===== config.mk =====
export PLATFORM = sky130hd
export DESIGN_NAME = flash_erase_seq
export DESIGN_NICKNAME = d
export VERILOG_FILES = /design/src/rtl/fes_pkg.sv /design/src/rtl/fes_pump_div.sv /design/src/rtl/fes_erase_timer.sv /design/src/rtl/fes_tgt_latch.sv /design/src/rtl/fes_prot_chk.sv /design/src/rtl/flash_erase_seq.sv
export SDC_FILE = /design/constraint.sdc
export NUM_CORES = 1
export LEC_CHECK = 0
export BUFFER_PORTS_ARGS = -buffer_cell sky130_fd_sc_hd__buf_2
export CORE_AREA = 2 2 53 68
export DETAILED_ROUTE_END_ITERATION = 16
export DIE_AREA = 0 0 55 70
export HOLD_SLACK_MARGIN = 0.02
export PLACE_DENSITY = 0.84
export SETUP_SLACK_MARGIN = 0.05
export SLEW_MARGIN = 0
export SYNTH_ARGS = -nofsm -noshare
export SYNTH_HDL_FRONTEND = slang
export SYNTH_SLANG_ARGS = --single-unit

===== constraint.sdc =====
create_clock -name clk -period 1.8 [get_ports clk]
set_clock_uncertainty 0.15 [all_clocks]
set_input_delay 0.27 -clock clk [delete_from_list [all_inputs] [get_ports clk]]
set_output_delay 0.27 -clock clk [all_outputs]
set_load 0.005 [all_outputs]

===== src/rtl/fes_pkg.sv =====
package fes_pkg;

    typedef enum logic [1:0] {
        ST_IDLE    = 2'd0,
        ST_ERASING = 2'd1,
        ST_DONE    = 2'd2,
        ST_FAULT   = 2'd3
    } fes_state_e;

    typedef enum logic [1:0] {
        BLK_FULL    = 2'b00,
        BLK_HALF    = 2'b01,
        BLK_QUARTER = 2'b10,
        BLK_PAGE    = 2'b11
    } blk_size_e;

endpackage


===== src/rtl/fes_pump_div.sv =====
module fes_pump_div #(
    parameter int MAX_DIV = 2
) (
    input  logic clk,
    input  logic rst_n,
    input  logic run,
    input  logic fdiv,
    output logic tick
);
    localparam int PW = (MAX_DIV > 1) ? $clog2(MAX_DIV) : 1;

    logic [PW-1:0] phase;
    logic [PW-1:0] last_ph;

    always_comb begin
        last_ph = fdiv ? PW'(MAX_DIV - 1) : '0;
    end

    always_ff @(posedge clk or negedge rst_n) begin
        if (!rst_n) begin
            phase <= '0;
        end else if (!run) begin
            phase <= '0;
        end else if (phase == last_ph) begin
            phase <= '0;
        end else begin
            phase <= phase + 1'b1;
        end
    end

    always_comb begin
        tick = run && (phase == last_ph);
    end

    AST_HALF_RATE: assert property (@(posedge clk) disable iff (!rst_n)
        (run && fdiv && tick) |=> (!tick || !fdiv));

endmodule


===== src/rtl/fes_erase_timer.sv =====
module fes_erase_timer #(
    parameter int ERASE_TICKS = 20
) (
    input  logic clk,
    input  logic rst_n,
    input  logic run,
    input  logic tick,
    output logic expire
);
    localparam int CW = $clog2(ERASE_TICKS + 1);
    localparam logic [CW-1:0] LAST = CW'(ERASE_TICKS - 1);

    logic [CW-1:0] cnt;

    always_ff @(posedge clk or negedge rst_n) begin
        if (!rst_n) begin
            cnt <= '0;
        end else if (!run) begin
            cnt <= '0;
        end else if (tick) begin
            cnt <= cnt + 1'b1;
        end
    end

    always_comb begin
        expire = run && tick && (cnt == LAST);
    end

    AST_EXPIRE_ENDS_RUN: assert property (@(posedge clk) disable iff (!rst_n)
        expire |=> !run);

endmodule


===== src/rtl/fes_tgt_latch.sv =====
module fes_tgt_latch
    import fes_pkg::*;
#(
    parameter int AW      = 12,
    parameter int PAGE_AW = 6
) (
    input  logic          clk,
    input  logic          rst_n,
    input  logic          load,
    input  logic          clr,
    input  logic [AW-1:0] addr,
    input  logic [1:0]    blk,
    output logic [AW-1:0] tgt_addr,
    output logic [AW-1:0] tgt_mask,
    output logic          tgt_vld
);
    localparam int PAGE_KEEP = AW - PAGE_AW;
    localparam logic [AW-1:0] ONES = '1;

    logic [AW-1:0] new_mask;

    always_comb begin
        unique case (blk_size_e'(blk))
            BLK_FULL:    new_mask = '0;
            BLK_HALF:    new_mask = ~(ONES >> 1);
            BLK_QUARTER: new_mask = ~(ONES >> 2);
            BLK_PAGE:    new_mask = ~(ONES >> PAGE_KEEP);
            default:     new_mask = '0;
        endcase
    end

    always_ff @(posedge clk or negedge rst_n) begin
        if (!rst_n) begin
            tgt_addr <= '0;
            tgt_mask <= '0;
            tgt_vld  <= 1'b0;
        end else if (clr) begin
            tgt_addr <= '0;
            tgt_mask <= '0;
            tgt_vld  <= 1'b0;
        end else if (load) begin
            tgt_addr <= addr & new_mask;
            tgt_mask <= new_mask;
            tgt_vld  <= 1'b1;
        end
    end

    AST_TGT_HELD: assert property (@(posedge clk) disable iff (!rst_n)
        (!load && !clr) |=> ($stable(tgt_addr) && $stable(tgt_mask)));

endmodule


===== src/rtl/fes_prot_chk.sv =====
module fes_prot_chk #(
    parameter int AW     = 12,
    parameter int PROT_W = 8
) (
    input  logic [AW-1:0]     tgt_addr,
    input  logic [AW-1:0]     tgt_mask,
    input  logic [PROT_W-1:0] prot_val,
    output logic              tgt_prot
);
    localparam int LOW = AW - PROT_W;

    logic [AW-1:0] last_addr;
    logic [AW-1:0] boundary;
    logic          prot_off;

    always_comb begin
        last_addr = tgt_addr | ~tgt_mask;
        boundary  = AW'(prot_val) << LOW;
        prot_off  = (prot_val == '1);
        tgt_prot  = !prot_off && (last_addr >= boundary);
    end

endmodule


===== src/rtl/flash_erase_seq.sv =====
module flash_erase_seq
    import fes_pkg::*;
#(
    parameter int AW          = 12,
    parameter int PAGE_AW     = 6,
    parameter int PROT_W      = 8,
    parameter int ERASE_TICKS = 20
) (
    input  logic              clk,
    input  logic              rst_n,
    input  logic              ctl_erase,
    input  logic [1:0]        ctl_blk,
    input  logic              ctl_fdiv,
    input  logic              ctl_hven,
    input  logic              arr_we,
    input  logic [AW-1:0]     arr_addr,
    input  logic [PROT_W-1:0] prot_val,
    input  logic              bus_clk_ok,
    output logic              pump_tick,
    output logic              hv_en,
    output logic [AW-1:0]     tgt_addr,
    output logic [AW-1:0]     tgt_mask,
    output logic              tgt_vld,
    output logic              busy,
    output logic              done,
    output logic              err
);
    localparam int PUMP_MAX_DIV = 2;

    fes_state_e state_q, state_nx;
    logic       hven_q;
    logic       hven_rise;
    logic       start_ok;
    logic       tgt_prot;
    logic       run;
    logic       expire;
    logic       latch_load;
    logic       latch_clr;
    logic       leave_active;

    // request edge
    always_ff @(posedge clk or negedge rst_n) begin
        if (!rst_n) begin
            hven_q <= 1'b0;
        end else begin
            hven_q <= ctl_hven;
        end
    end

    always_comb begin
        hven_rise = ctl_hven && !hven_q;
        start_ok  = tgt_vld && ctl_erase && !tgt_prot && bus_clk_ok;
    end

    // next state
    always_comb begin
        state_nx = state_q;
        unique case (state_q)
            ST_IDLE: begin
                if (hven_rise) begin
                    state_nx = start_ok ? ST_ERASING : ST_FAULT;
                end
            end
            ST_ERASING: begin
                if (!ctl_hven || !ctl_erase) begin
                    state_nx = ST_IDLE;
                end else if (!bus_clk_ok) begin
                    state_nx = ST_FAULT;
                end else if (expire) begin
                    state_nx = ST_DONE;
                end
            end
            ST_DONE: begin
                if (!ctl_hven) begin
                    state_nx = ST_IDLE;
                end
            end
            ST_FAULT: begin
                if (!ctl_hven) begin
                    state_nx = ST_IDLE;
                end
            end
            default: state_nx = ST_IDLE;
        endcase
    end

    // state register
    always_ff @(posedge clk or negedge rst_n) begin
        if (!rst_n) begin
            state_q <= ST_IDLE;
        end else begin
            state_q <= state_nx;
        end
    end

    // outputs
    always_comb begin
        hv_en = 1'b0;
        busy  = 1'b0;
        done  = 1'b0;
        err   = 1'b0;
        run   = 1'b0;
        unique case (state_q)
            ST_IDLE: ;
            ST_ERASING: begin
                hv_en = 1'b1;
                busy  = 1'b1;
                run   = 1'b1;
            end
            ST_DONE: begin
                busy = 1'b1;
                done = 1'b1;
            end
            ST_FAULT: begin
                err = 1'b1;
            end
            default: ;
        endcase
    end

    // target capture control
    always_comb begin
        leave_active = ((state_q == ST_ERASING) || (state_q == ST_DONE)) &&
                       ((state_nx == ST_IDLE) || (state_nx == ST_FAULT));
        latch_clr    = !ctl_erase || leave_active;
        latch_load   = arr_we && ctl_erase && (state_q == ST_IDLE);
    end

    fes_tgt_latch #(
        .AW      (AW),
        .PAGE_AW (PAGE_AW)
    ) u_latch (
        .clk      (clk),
        .rst_n    (rst_n),
        .load     (latch_load),
        .clr      (latch_clr),
        .addr     (arr_addr),
        .blk      (ctl_blk),
        .tgt_addr (tgt_addr),
        .tgt_mask (tgt_mask),
        .tgt_vld  (tgt_vld)
    );

    fes_prot_chk #(
        .AW     (AW),
        .PROT_W (PROT_W)
    ) u_prot (
        .tgt_addr (tgt_addr),
        .tgt_mask (tgt_mask),
        .prot_val (prot_val),
        .tgt_prot (tgt_prot)
    );

    fes_pump_div #(
        .MAX_DIV (PUMP_MAX_DIV)
    ) u_div (
        .clk   (clk),
        .rst_n (rst_n),
        .run   (run),
        .fdiv  (ctl_fdiv),
        .tick  (pump_tick)
    );

    fes_erase_timer #(
        .ERASE_TICKS (ERASE_TICKS)
    ) u_timer (
        .clk    (clk),
        .rst_n  (rst_n),
        .run    (run),
        .tick   (pump_tick),
        .expire (expire)
    );

    AST_HV_NEEDS_TARGET: assert property (@(posedge clk) disable iff (!rst_n)
        hv_en |-> tgt_vld);
    AST_HV_GRANTED_CLEAN: assert property (@(posedge clk) disable iff (!rst_n)
        $rose(hv_en) |-> $past(tgt_vld && !tgt_prot && bus_clk_ok));
    AST_NO_HV_IN_ERR: assert property (@(posedge clk) disable iff (!rst_n)
        err |-> !hv_en);
    AST_DONE_QUIET: assert property (@(posedge clk) disable iff (!rst_n)
        done |-> (!hv_en && busy));
    AST_HV_OFF_ON_DROP: assert property (@(posedge clk) disable iff (!rst_n)
        (hv_en && !ctl_hven) |=> !hv_en);
    AST_CLK_LOSS_FAULT: assert property (@(posedge clk) disable iff (!rst_n)
        (hv_en && ctl_hven && ctl_erase && !bus_clk_ok) |=> (err && !hv_en));
    AST_TICK_ONLY_ERASING: assert property (@(posedge clk) disable iff (!rst_n)
        !hv_en |-> !pump_tick);

endmodule


==> implementation parameters, run 1 <==
Parameter                              Value

Route
  Number of search-and-repair iterations in the first detailed-routing pass    4
  Antenna violation net count after detailed routing    0
  Detailed-route wire length per cell    about 14 um
  Vias/cell    ~5.1
  Highest signal layer in the routed design    met4
  Post-detailed-routing wire length    approximately 3500 um
  Number of DRC violations after detailed-routing iteration 0    18
  Met1 Wirelength    about 1300 um
  Vias    about 1.3k
  Number of remaining DRC errors    0
  Met3 Routed Length    about 160 um
  DR WL met2    just under 2000 um

Layout
  Layout cell share with drive strength beyond 1    50.7%
  Final cell area excluding filler cells    between 1500 and 2000 um^2
  Layout-stage area growth over the synthesis result    53.3%
  Number of antenna repair diodes    0
  Total of fill cells in the finished design    311
  FF+latch area    479 um^2
  Final net count    between 200 and 300
  Area occupied by multi-input gates    approximately 870 um^2
  Final Util    about three fifths

Clocking
  TritonCTS clock tree    done
  Clock latency reported for the late side of the worst-skew pair    0.26 ns
  H-Tree Depth    1
  Clock input transition at the sequential cells of the worst setup and hold paths    0.07 ns
  Number of buffers added by the clock tree synthesis step    3
  Buffers from clock root to sink, at most    2
  Clock tree sinks    19
  Root buffer cell    sky130_fd_sc_hd__clkbuf_8

Worst setup path
  Worst-case register-to-register setup slack    -0.26 ns
  Worst reg-to-reg path cell count    7
  Category of the critical setup timing path    reg2reg
  CP Data Arrival Time    approximately 2.1 ns
  Critical Path End Type    flop
  Crit start category    flop
  Beginning of the critical path    u_latch.tgt_addr[11]$_DFFE_PN0P_
  End of the worst register-to-register path    u_latch.tgt_addr[7]$_DFFE_PN0P_
  Startpoint of the worst-slack reg-to-reg timing path    u_latch.tgt_addr[11]$_DFFE_PN0P_
  Critical path peak fanout    5
  Worst Path Required    between 1.5 and 2 ns

Worst hold path
  Worst min-delay path category    in2reg
  Hold EP    hven_q$_DFF_PN0_
  Number of cells on the worst hold path    1
  Worst hold path startpoint    ctl_hven

Synthesis
  Cell area after technology mapping    approximately 1300 um^2
  Post-synthesis compound-gate area fraction    17.5%
  Synthesis-stage register bit count    19
  Cell accounting for the most synthesized area    sky130_fd_sc_hd__dfrtp_1
  Portion of the post-synthesis area used by sequential elements    between 30% and 40%
  Simple-gate area share of the yosys netlist    between 10% and 20%
  Parity-gate share of the synthesized area counting xor and xnor cells    under 10%
  Synthesis Warnings    0
  Share of synthesized area spent on multiplexers    under 10%
  Adder and majority cell fraction of the synthesized area    about 12%
  Area share of the leading cell type in the synthesized netlist    between 30% and 40%
  Post-synthesis cell type count    35
  Cell count after synthesis    about 140
  Biggest area contributors in the synthesized netlist    sky130_fd_sc_hd__dfrtp_1, sky130_fd_sc_hd__ha_1, sky130_fd_sc_hd__buf_4, sky130_fd_sc_hd__a21oi_1, sky130_fd_sc_hd__a22oi_1
  Average cell area after synthesis    9.37 um^2
  Main combinational cell family by area after synthesis    compound AO/OA/AOI/OAI gates

STA
  Final count of hold timing violations    0
  Final setup vio count    13
  Crit path time final    ~2.1 ns
  Final sum of negative setup slack    -2.63 ns
  Final worst slack    -0.259 ns
  Final Max Slew Viols    0
  Final worst path period share    114%
  Maximum achievable frequency    about 490 MHz
  Unrepaired setup endpoints after global routing    true
  Hold Worst Slack    0.0435 ns

Floorplanning
  Floorplan Core Area    between 3000 and 4000 um^2
  Top Ports    59
  Die footprint    between 3000 and 4000 um^2
  Die Height    roughly 70 um
  Horizontal extent of the die    between 50 and 60 um
  Number of core rows    24
  Initial core utilization    between 30 and 40%

Pwr
  Int Pwr    about 1400 uW
  Switching Power    approximately 900 uW
  Fraction of power consumed by the clock network    12.9%
  Worst voltage drop across the vdd grid    roughly 740 uV
  Power, Total    2270 uW
  Total leakage power    between 0.0009 and 0.001 uW
  Share of total power in combinational logic    approximately three fifths
  Switching portion of total power    39.6%
  Portion of total power attributed to sequential cells    between 20% and 30%
  Total power per unit cell area    1140 nW/um^2

Placed design
  Placed cell area    ~1700 um^2
  Count of input and output buffers    40
  Routability congestion estimate from global placement    about 0.79
  Estimated wirelength of the detail-placed design    between 2000 and 2500 um

GRT
  Largest net degree at the start of global routing    20
  GRT Residual Overflow    0
  First-pass GRT wire length    5020 um
  Via count of the first global-routing pass    1213
  All-layer global routing usage    between 15 and 20%
  Antenna violations before repair    0

Job
  Max-Cap Viols    0

Outcome
  Run status    finished with violations
  Failing checks    negative setup slack
## power by group through the flow
stage | clock network, uW | registers [uW] | logic [uW]
3_5_place_dp | 0 | 596 | 1050
5_1_grt | 311 | 613 | 1490
4_1_cts | 296 | 586 | 1210
2_1_floorplan | 0 | 600 | 599
6_report | 291 | 604 | 1370
3_3_place_gp | 0 | 593 | 1020
## worst max-delay path, stage by stage, from the launching register on
cell                       delay [ns]
sky130_fd_sc_hd__dfrtp_1         0.38
sky130_fd_sc_hd__nand2b_1        0.16
sky130_fd_sc_hd__ha_1            0.19
sky130_fd_sc_hd__nor4_1          0.29
sky130_fd_sc_hd__o21ai_1         0.18
sky130_fd_sc_hd__a31oi_4         0.25
sky130_fd_sc_hd__o21ba_2         0.24
sky130_fd_sc_hd__a21oi_1         0.14
## timing repair
action / 4_1_cts / 5_1_grt
resized for setup: 8 / 21
buffers inserted: 4 / 3
pin swaps: 8 / 13
hold buffers: 1 / 0
cloned: 1 / 1
endpoints found under the hold margin: 19 / 0
endpoints found under the setup margin: 13 / 14
## flip-flops by register name (all words and copies together), names as in the netlist
signal / count
hven_q: 1
state_q: 2
u_latch.tgt_vld: 1
u_timer.cnt: 5
u_div.phase: 1
u_latch.tgt_mask: 3
u_latch.tgt_addr: 6
## cells in the mapped netlist
| cell | count |
|---|---|
| sky130_fd_sc_hd__a21oi_1 | 15 |
| sky130_fd_sc_hd__nor4bb_1 | 1 |
| sky130_fd_sc_hd__nand2b_1 | 6 |
| sky130_fd_sc_hd__and3b_1 | 1 |
| sky130_fd_sc_hd__a211oi_1 | 2 |
| sky130_fd_sc_hd__buf_6 | 1 |
| sky130_fd_sc_hd__o21bai_1 | 1 |
| sky130_fd_sc_hd__xor2_1 | 1 |
| sky130_fd_sc_hd__nor4_1 | 1 |
| sky130_fd_sc_hd__nor2b_1 | 2 |
| sky130_fd_sc_hd__buf_4 | 15 |
| sky130_fd_sc_hd__a31oi_2 | 1 |
| sky130_fd_sc_hd__ha_1 | 12 |
| sky130_fd_sc_hd__inv_1 | 9 |
| sky130_fd_sc_hd__o21ba_1 | 1 |
| sky130_fd_sc_hd__or4_1 | 1 |
| sky130_fd_sc_hd__o211a_1 | 1 |
| sky130_fd_sc_hd__o211ai_1 | 1 |
| sky130_fd_sc_hd__o21ai_0 | 5 |
| sky130_fd_sc_hd__nor3_1 | 2 |
| sky130_fd_sc_hd__o21ai_1 | 1 |
| sky130_fd_sc_hd__nand4bb_1 | 1 |
| sky130_fd_sc_hd__a311oi_2 | 1 |
| sky130_fd_sc_hd__a31oi_1 | 1 |
| sky130_fd_sc_hd__and2_1 | 6 |
| sky130_fd_sc_hd__conb_1 | 1 |
| sky130_fd_sc_hd__nor2_1 | 7 |
| sky130_fd_sc_hd__xnor2_1 | 3 |
| sky130_fd_sc_hd__and3_1 | 1 |
| sky130_fd_sc_hd__mux2i_1 | 2 |
| sky130_fd_sc_hd__nand4_1 | 4 |
| sky130_fd_sc_hd__dfrtp_1 | 19 |
| sky130_fd_sc_hd__clkbuf_1 | 1 |
| sky130_fd_sc_hd__nand2_1 | 6 |
| sky130_fd_sc_hd__a22oi_1 | 5 |
## layout make-up
type,count,share of cell area (%)
Sequential cell,19,24.2
Multi-Input combinational cell,106,44.1
Clock inverter,1,0.252
Inverter,9,1.96
Tap cell,39,2.46
Clock buffer,3,2.08
Timing Repair Buffer,77,25.0
## routing by layer
layer  vias to the layer above  GRT usage, %
met5                         -             0
met4                         0          7.32
met3                        14          2.35
met2                        50          33.6
met1                       603          18.7
li1                        621             -
## cell usage in the layout, fill, tap and decap left out, types with 2 or more instances in the layout
cell / Yosys / routed
sky130_fd_sc_hd__ha_1: 12 / 6
sky130_fd_sc_hd__dfrtp_2: 0 / 3
sky130_fd_sc_hd__conb_1: 1 / 12
sky130_fd_sc_hd__o21ai_1: 1 / 2
sky130_fd_sc_hd__o21ai_0: 5 / 3
sky130_fd_sc_hd__and2_1: 6 / 6
sky130_fd_sc_hd__nor2_2: 0 / 2
sky130_fd_sc_hd__nor2b_1: 2 / 2
sky130_fd_sc_hd__a21oi_1: 15 / 13
sky130_fd_sc_hd__a211oi_2: 0 / 2
sky130_fd_sc_hd__xnor2_1: 3 / 3
sky130_fd_sc_hd__mux2i_1: 2 / 2
sky130_fd_sc_hd__a21oi_2: 0 / 2
sky130_fd_sc_hd__buf_2: 0 / 40
sky130_fd_sc_hd__nand4_1: 4 / 4
sky130_fd_sc_hd__buf_4: 15 / 32
sky130_fd_sc_hd__nand2b_1: 6 / 6
sky130_fd_sc_hd__nor2_1: 7 / 5
sky130_fd_sc_hd__nand2_1: 6 / 5
sky130_fd_sc_hd__a31oi_4: 0 / 3
sky130_fd_sc_hd__dfrtp_1: 19 / 16
sky130_fd_sc_hd__inv_4: 0 / 2
sky130_fd_sc_hd__clkbuf_8: 0 / 3
sky130_fd_sc_hd__inv_1: 9 / 7
sky130_fd_sc_hd__a22oi_1: 5 / 5
sky130_fd_sc_hd__buf_6: 1 / 4
sky130_fd_sc_hd__ha_4: 0 / 5
## kinds of logic (layout without fill, tap and decap cells)
family,count (synthesis),in the layout
AO/OA/AOI/OAI,35,37
XOR/XNOR,4,4
adder cells (fa/ha/maj),12,12
buffers and inverters,26,90
flip-flops,19,19
multiplexers,2,2
other,1,12
AND/OR/NAND/NOR,39,39
## per-stage QoR
step           cells  setup slack [ns]
2_1_floorplan    149           -0.0451
3_3_place_gp     240            -0.200
3_5_place_dp     240            -0.274
4_1_cts          250            -0.188
5_1_grt          254            -0.308
6_report         254            -0.259
## worst max path at each step
stage	depth (start not counted)	slack, ns	to
2_1_floorplan	8	-0.05	u_latch.tgt_addr[10]$_DFFE_PN0P_
3_3_place_gp	8	-0.20	u_latch.tgt_addr[11]$_DFFE_PN0P_
3_5_place_dp	8	-0.27	u_latch.tgt_addr[7]$_DFFE_PN0P_
4_1_cts	7	-0.19	u_latch.tgt_addr[10]$_DFFE_PN0P_
5_1_grt	7	-0.31	u_latch.tgt_mask[9]$_DFFE_PN0P_
6_report	7	-0.26	u_latch.tgt_addr[7]$_DFFE_PN0P_
No activity file was read; power rests on OpenSTA's default activity.
==> inputs of run 2 (changes only) <==
- CORE_AREA: 2 2 53 68 -> 2 2 59 61
- DIE_AREA: 0 0 55 70 -> 0 0 61 63
- RECOVER_POWER: default -> 100
==> implementation parameters, run 2 (synthesis results as in run 1) <==
Parameter                              Value

Pwr
  Total leakage power    0.000959 uW (was 0.000993 uW)
  Power, Total    2250 uW (was 2270 uW)
  Worst voltage drop across the vdd grid    648 uV (was 743 uV)
  Total power per unit cell area    1140 nW/um^2 (about the same)

Worst setup path
  Beginning of the critical path    state_q[1]$_DFF_PN0_ (was u_latch.tgt_addr[11]$_DFFE_PN0P_)
  Worst-case register-to-register setup slack    -0.29 ns (was -0.26 ns)
  Critical Path End Type    flop (unchanged)
  Category of the critical setup timing path    reg2reg (unchanged)
  Crit start category    flop (unchanged)
  End of the worst register-to-register path    u_latch.tgt_addr[8]$_DFFE_PN0P_ (was u_latch.tgt_addr[7]$_DFFE_PN0P_)
  Startpoint of the worst-slack reg-to-reg timing path    state_q[1]$_DFF_PN0_ (was u_latch.tgt_addr[11]$_DFFE_PN0P_)
  CP Data Arrival Time    2.12 ns (was 2.09 ns)
  Worst Path Required    1.83 ns (about the same)
  Critical path peak fanout    5 (unchanged)
  Last element of the critical path    u_latch.tgt_addr[8]$_DFFE_PN0P_ (was u_latch.tgt_addr[7]$_DFFE_PN0P_)
  Worst reg-to-reg path cell count    8 (was 7)

STA
  Final count of hold timing violations    0 (unchanged)
  Final Max Slew Viols    0 (unchanged)
  Final sum of negative setup slack    -2.78 ns (was -2.63 ns)
  Worst-Margin Slew    ~1.1 ns
  Crit path time final    2.09 ns (was 2.06 ns)
  Final worst path period share    116% (was 114%)
  Hold Worst Slack    0.106 ns (was 0.0435 ns)
  Final setup vio count    11 (was 13)
  Worst slew slack as a fraction of its limit    between 20% and 30%
  Unrepaired setup endpoints after global routing    true (unchanged)
  Final worst slack    -0.294 ns (was -0.259 ns)
  Maximum achievable frequency    477 MHz (was 486 MHz)

Job
  Max-Cap Viols    0 (unchanged)

Worst hold path
  Worst min-delay path category    in2reg (unchanged)

Layout
  Final net count    253 (was 257)
  Largest register by flop count    u_latch.tgt_addr (unchanged)
  Layout-stage area growth over the synthesis result    53.0% (was 53.3%)
  Number of flip-flops under the largest register name    6 (unchanged)
  Total of fill cells in the finished design    298 (was 311)
  Most common cell after layout, fill and taps aside    sky130_fd_sc_hd__buf_2 (unchanged)
  Largest registers    u_latch.tgt_addr x6, u_timer.cnt x5, u_latch.tgt_mask x3 (unchanged)
  Number of cells in the finished layout apart from fillers    258 (was 254)
  Layout cell share with drive strength beyond 1    52.1% (was 50.7%)
  Most frequent cells in the layout    sky130_fd_sc_hd__buf_2, sky130_fd_sc_hd__buf_4, sky130_fd_sc_hd__dfrtp_1 (unchanged)

Route
  Antenna violation net count after detailed routing    0 (unchanged)
  Number of DRC violations after detailed-routing iteration 0    45 (was 18)
  Post-detailed-routing wire length    3690 um (was 3500 um)
  Vias/cell    4.99 (was 5.07)
  Number of search-and-repair iterations in the first detailed-routing pass    4 (unchanged)
  Vias    1287 (was 1288)
  Detailed-route wire length per cell    14.3 um (was 13.8 um)
  Number of remaining DRC errors    0 (unchanged)

GRT
  All-layer global routing usage    19.2% (was 18.0%)
  First-pass GRT wire length    5620 um (was 5020 um)
  Largest net degree at the start of global routing    20 (unchanged)
  Via count of the first global-routing pass    1267 (was 1213)
  GRT Residual Overflow    0 (unchanged)
  Antenna violations before repair    1 (was 0)

Placed design
  Count of input and output buffers    40 (unchanged)
  Setup Slack @ Placement    -0.275 ns (was -0.274 ns)
  Estimated wirelength of the detail-placed design    2440 um (was 2370 um)
  Routability congestion estimate from global placement    0.809 (was 0.791)
  Placed insts    241 (was 240)

Clocking
  Clock latency reported for the late side of the worst-skew pair    0.29 ns (was 0.26 ns)
  Clock tree sinks    19 (unchanged)
  Number of buffers added by the clock tree synthesis step    3 (unchanged)
  Root buffer cell    sky130_fd_sc_hd__clkbuf_4 (was sky130_fd_sc_hd__clkbuf_8)
  TritonCTS clock tree    done (unchanged)
  Clock input transition at the sequential cells of the worst setup and hold paths    0.11 ns (was 0.07 ns)
  H-Tree Depth    1 (unchanged)
  Buffers from clock root to sink, at most    2 (unchanged)

Floorplanning
  Die footprint    3840 um^2 (was 3850 um^2)
  Number of core rows    21 (was 24)
  Initial core utilization    40.0% (was 39.2%)
  Horizontal extent of the die    61 um (was 55 um)
  Die Height    63 um (was 70 um)
  Floorplan Core Area    3230 um^2 (was 3300 um^2)
  Top Ports    59 (unchanged)

Outcome
  Run status    finished with violations (unchanged)
  Failing checks    negative setup slack (unchanged)
[run 2: metal layers]
| metal | vias to the layer above | track usage, % | share of wire (%) |
|---|---|---|---|
| met1 | 616 | 24.1 | 42 |
| met3 | 6 | 2.90 | 5.5 |
| met2 | 52 | 32.5 | 50 |
| met5 | - | 0 | 0 |
| li1 | 613 | - | - |
| met4 | 0 | 7.07 | 1.8 |
[run 2: layout make-up]
cell class                      instances  area [um^2]  share of cell area (%)
Antenna cell                            1         2.50                   0.126
Multi-Input combinational cell        106          908                    45.9
Timing Repair Buffer                   73          467                    23.6
Tap cell                               46         57.6                    2.91
Sequential cell                        19          479                    24.2
Inverter                                9         38.8                    1.96
Clock buffer                            4         26.3                    1.33
[run 2: worst min path at each step]
stage	startpoint	endpoint	slack (ns)	cells after the start
after floorplan	rst_n	hven_q$_DFF_PN0_	-0.18	0
after global placement	rst_n	hven_q$_DFF_PN0_	0.08	1
after detailed placement	rst_n	hven_q$_DFF_PN0_	0.09	1
after CTS	arr_addr[11]	u_latch.tgt_addr[11]$_DFFE_PN0P_	0.10	3
after global routing	arr_addr[6]	u_latch.tgt_addr[6]$_DFFE_PN0P_	0.10	3
final	arr_addr[11]	u_latch.tgt_addr[11]$_DFFE_PN0P_	0.11	3
[run 2: critical path: stages (launching register included)]
cell                        delay, ns
sky130_fd_sc_hd__dfrtp_2         0.48
sky130_fd_sc_hd__inv_4           0.10
sky130_fd_sc_hd__ha_4            0.17
sky130_fd_sc_hd__nand4bb_1       0.17
sky130_fd_sc_hd__o21ai_2         0.17
sky130_fd_sc_hd__a311oi_2        0.15
sky130_fd_sc_hd__buf_4           0.19
sky130_fd_sc_hd__a31oi_4         0.29
sky130_fd_sc_hd__a21oi_1         0.11
[run 2: timing repair]
item,4_1_cts,5_1_grt
hold buffers,2,0
resized for setup,15,25
buffers inserted,7,4
endpoints found under the setup margin,12,14
pin swaps,9,12
hold endpoints to repair,20,0
cloned,1,1
[run 2: power breakdown]
part / switching (uW) / total, uW / internal (uW)
combinational: 704 / 1430 / 723
sequential: 91.3 / 607 / 515
clock: 134 / 220 / 86.1
total: 930 / 2250 / 1320
[run 2: through the flow]
step	cell area, um^2	utilization (%)
final	1980	61.2
after detailed placement	1690	52.2
after global placement	1690	52.2
after floorplan	1390	-
after global routing	1980	61.2
after CTS	1860	57.5
==> inputs of run 3 (changes only) <==
- BUFFER_PORTS_ARGS: -buffer_cell sky130_fd_sc_hd__buf_2 -> -buffer_cell sky130_fd_sc_hd__buf_4
==> implementation parameters, run 3 (synthesis results as in run 1) <==
Parameter                              Value

Outcome
  Run status    finished with violations (unchanged)
  Failing checks    negative setup slack (unchanged)

Worst setup path
  Startpoint of the worst-slack reg-to-reg timing path    state_q[1]$_DFF_PN0_ (unchanged)
  CP Data Arrival Time    2.07 ns (was 2.12 ns)
  Crit-path cells    inv_4 -> ha_4 -> and3_1 -> o21ai_0 -> o211ai_1 -> o21ba_4 -> a21oi_2 (was inv_4 -> ha_4 -> nand4bb_1 -> o21ai_2 -> a311oi_2 -> buf_4 -> a31oi_4 -> a21oi_1)
  Stage delay of the slowest cell on the critical path    0.48 ns (about the same)
  Crit-path leading delay family    compound AO/OA/AOI/OAI gates (unchanged)
  Crit start category    flop (unchanged)
  End of the worst register-to-register path    u_latch.tgt_addr[6]$_DFFE_PN0P_ (was u_latch.tgt_addr[8]$_DFFE_PN0P_)
  Critical Path End Type    flop (unchanged)
  Slowest CP cell    sky130_fd_sc_hd__dfrtp_2 (unchanged)
  Critical path depth    7 (was 8)
  Critical path buffer and inverter count    1 (was 2)
  Worst-case register-to-register setup slack    -0.23 ns (was -0.29 ns)
  Worst Path Required    1.84 ns (was 1.83 ns)
  Category of the critical setup timing path    reg2reg (unchanged)
  Critical path peak fanout    5 (unchanged)
  Worst reg-to-reg path cell count    7 (was 8)

STA
  Worst slew slack as a fraction of its limit    30.3% (was 27.9%)
  Final Max Slew Viols    0 (unchanged)
  Crit path time final    2.03 ns (was 2.09 ns)
  Maximum achievable frequency    493 MHz (was 477 MHz)
  Final setup vio count    12 (was 11)
  Final worst path period share    113% (was 116%)
  Final count of hold timing violations    0 (unchanged)
  Final worst slack    -0.227 ns (was -0.294 ns)
  Worst-Margin Slew    1.04 ns (was 1.08 ns)
  Final sum of negative setup slack    -2.15 ns (was -2.78 ns)
  Unrepaired setup endpoints after global routing    true (unchanged)
  Hold Worst Slack    0.101 ns (was 0.106 ns)

Clocking
  TritonCTS clock tree    done (unchanged)
  Clock input transition at the sequential cells of the worst setup and hold paths    0.11 ns (about the same)
  Number of buffers added by the clock tree synthesis step    3 (unchanged)
  Root buffer cell    sky130_fd_sc_hd__clkbuf_4 (unchanged)
  Buffers from clock root to sink, at most    2 (unchanged)
  Clock tree sinks    19 (unchanged)
  Clock latency reported for the late side of the worst-skew pair    0.30 ns (was 0.29 ns)
  H-Tree Depth    1 (unchanged)

Route
  Vias    1234 (was 1287)
  Number of search-and-repair iterations in the first detailed-routing pass    6 (was 4)
  Vias/cell    4.86 (was 4.99)
  Detailed-route wire length per cell    13.5 um (was 14.3 um)
  Number of remaining DRC errors    0 (unchanged)
  Post-detailed-routing wire length    3440 um (was 3690 um)
  Number of DRC violations after detailed-routing iteration 0    20 (was 45)
  Antenna violation net count after detailed routing    0 (unchanged)

Layout
  Final net count    250 (was 253)
  Layout cell share with drive strength beyond 1    52.9% (was 52.1%)
  Most frequent cells in the layout    sky130_fd_sc_hd__buf_4, sky130_fd_sc_hd__dfrtp_1, sky130_fd_sc_hd__conb_1 (was sky130_fd_sc_hd__buf_2, sky130_fd_sc_hd__buf_4, sky130_fd_sc_hd__dfrtp_1)
  Most common cell after layout, fill and taps aside    sky130_fd_sc_hd__buf_4 (was sky130_fd_sc_hd__buf_2)
  Largest register by flop count    u_latch.tgt_addr (unchanged)
  Number of flip-flops under the largest register name    6 (unchanged)
  Total of fill cells in the finished design    278 (was 298)
  Number of antenna repair diodes    0 (was 1)
  Largest registers    u_latch.tgt_addr x6, u_timer.cnt x5, u_latch.tgt_mask x3 (unchanged)
  Layout-stage area growth over the synthesis result    61.5% (was 53.0%)

Floorplanning
  Floorplan Core Area    3230 um^2 (unchanged)
  Die Height    63 um (unchanged)
  Horizontal extent of the die    61 um (unchanged)
  Initial core utilization    40.0% (unchanged)
  Top Ports    59 (unchanged)
  Number of core rows    21 (unchanged)
  Die footprint    3840 um^2 (unchanged)

Pwr
  Total leakage power    0.000978 uW (was 0.000959 uW)
  Worst voltage drop across the vdd grid    524 uV (was 648 uV)
  Total power per unit cell area    1130 nW/um^2 (was 1140 nW/um^2)
  Power, Total    2360 uW (was 2250 uW)

Worst hold path
  Hold EP    u_latch.tgt_vld$_DFFE_PN0P_ (was u_latch.tgt_addr[11]$_DFFE_PN0P_)
  Number of cells on the worst hold path    3 (unchanged)
  Worst hold path startpoint    arr_we (was arr_addr[11])
  Worst min-delay path category    in2reg (unchanged)

Job
  Max-Cap Viols    0 (unchanged)

Placed design
  Routability congestion estimate from global placement    0.812 (was 0.809)
  Count of input and output buffers    40 (unchanged)
  Estimated wirelength of the detail-placed design    2380 um (was 2440 um)

GRT
  First-pass GRT wire length    5410 um (was 5620 um)
  GRT Residual Overflow    0 (unchanged)
  All-layer global routing usage    18.5% (was 19.2%)
  Antenna violations before repair    0 (was 1)
  Via count of the first global-routing pass    1222 (was 1267)
  Largest net degree at the start of global routing    20 (unchanged)
## run 3: cell types whose count changed in the layout (fill, tap and decap cells not counted), moves of 2 or more
cell,previous run,this run
sky130_fd_sc_hd__a21oi_1,11,6
sky130_fd_sc_hd__a21oi_2,4,9
sky130_fd_sc_hd__buf_2,36,0
sky130_fd_sc_hd__buf_4,30,58
sky130_fd_sc_hd__buf_6,3,8
sky130_fd_sc_hd__ha_1,3,5
sky130_fd_sc_hd__o21ai_1,2,0
## run 3: worst max path at each step
stage	to	slack (ns)	start
2_1_floorplan	u_latch.tgt_addr[10]$_DFFE_PN0P_	-0.05	state_q[0]$_DFF_PN0_
3_5_place_dp	u_latch.tgt_mask[11]$_DFFE_PN0P_	-0.27	state_q[0]$_DFF_PN0_
4_1_cts	u_latch.tgt_addr[11]$_DFFE_PN0P_	-0.21	state_q[0]$_DFF_PN0_
6_report	u_latch.tgt_addr[6]$_DFFE_PN0P_	-0.23	state_q[1]$_DFF_PN0_
5_1_grt	u_latch.tgt_addr[6]$_DFFE_PN0P_	-0.31	state_q[1]$_DFF_PN0_
3_3_place_gp	u_latch.tgt_mask[9]$_DFFE_PN0P_	-0.20	state_q[1]$_DFF_PN0_
## run 3: routing by layer
metal | GRT usage, % | vias up | share of wire [%]
met3 | 2.48 | 9 | 3.5
met2 | 32.0 | 39 | 54
met4 | 7.07 | 0 | 2.1
li1 | - | 602 | -
met5 | 0 | - | 0
met1 | 22.6 | 584 | 40
## run 3: worst min-delay path, delay by kind of cell
| family | cells | cell delay [ns] |
|---|---|---|
| AOI/OAI and AO/OA | 2 | 0.16 |
| buffers and inverters | 1 | 0.09 |
## run 3: repair_timing
| item | CTS | global route |
|---|---|---|
| hold buffers | 2 | 0 |
| endpoints found under the setup margin | 12 | 14 |
| pin swaps | 2 | 11 |
| cloned | 0 | 1 |
| buffers inserted | 5 | 2 |
| gates resized for setup | 13 | 31 |
| endpoints found under the hold margin | 20 | 0 |
## run 3: power by group
part | total [uW] | switching, uW | internal [uW]
Clock | 223 | 140 | 82.9
Sequential | 598 | 83.2 | 514
Combinational | 1540 | 703 | 836
## run 3: final cells by class
type	count	area (um^2)	share of cell area, %
Clock inverter	1	5.00	0.240
Tap cell	46	57.6	2.75
Sequential cell	19	478	22.9
Clock buffer	3	22.5	1.08
Timing Repair Buffer	71	573	27.4
Inverter	9	38.8	1.86
Multi-Input combinational cell	105	915	43.8
## run 3: stage by stage
| step | std cells | setup slack [ns] | utilization, % | cell area, um^2 |
|---|---|---|---|---|
| finish | 254 | -0.227 | 64.7 | 2090 |
| CTS | 253 | -0.210 | 60.3 | 1950 |
| floorplan | 149 | -0.0451 | - | 1390 |
| global placement | 242 | -0.200 | 55.6 | 1800 |
| detailed placement | 242 | -0.265 | 55.6 | 1800 |
| global route | 254 | -0.314 | 64.7 | 2090 |
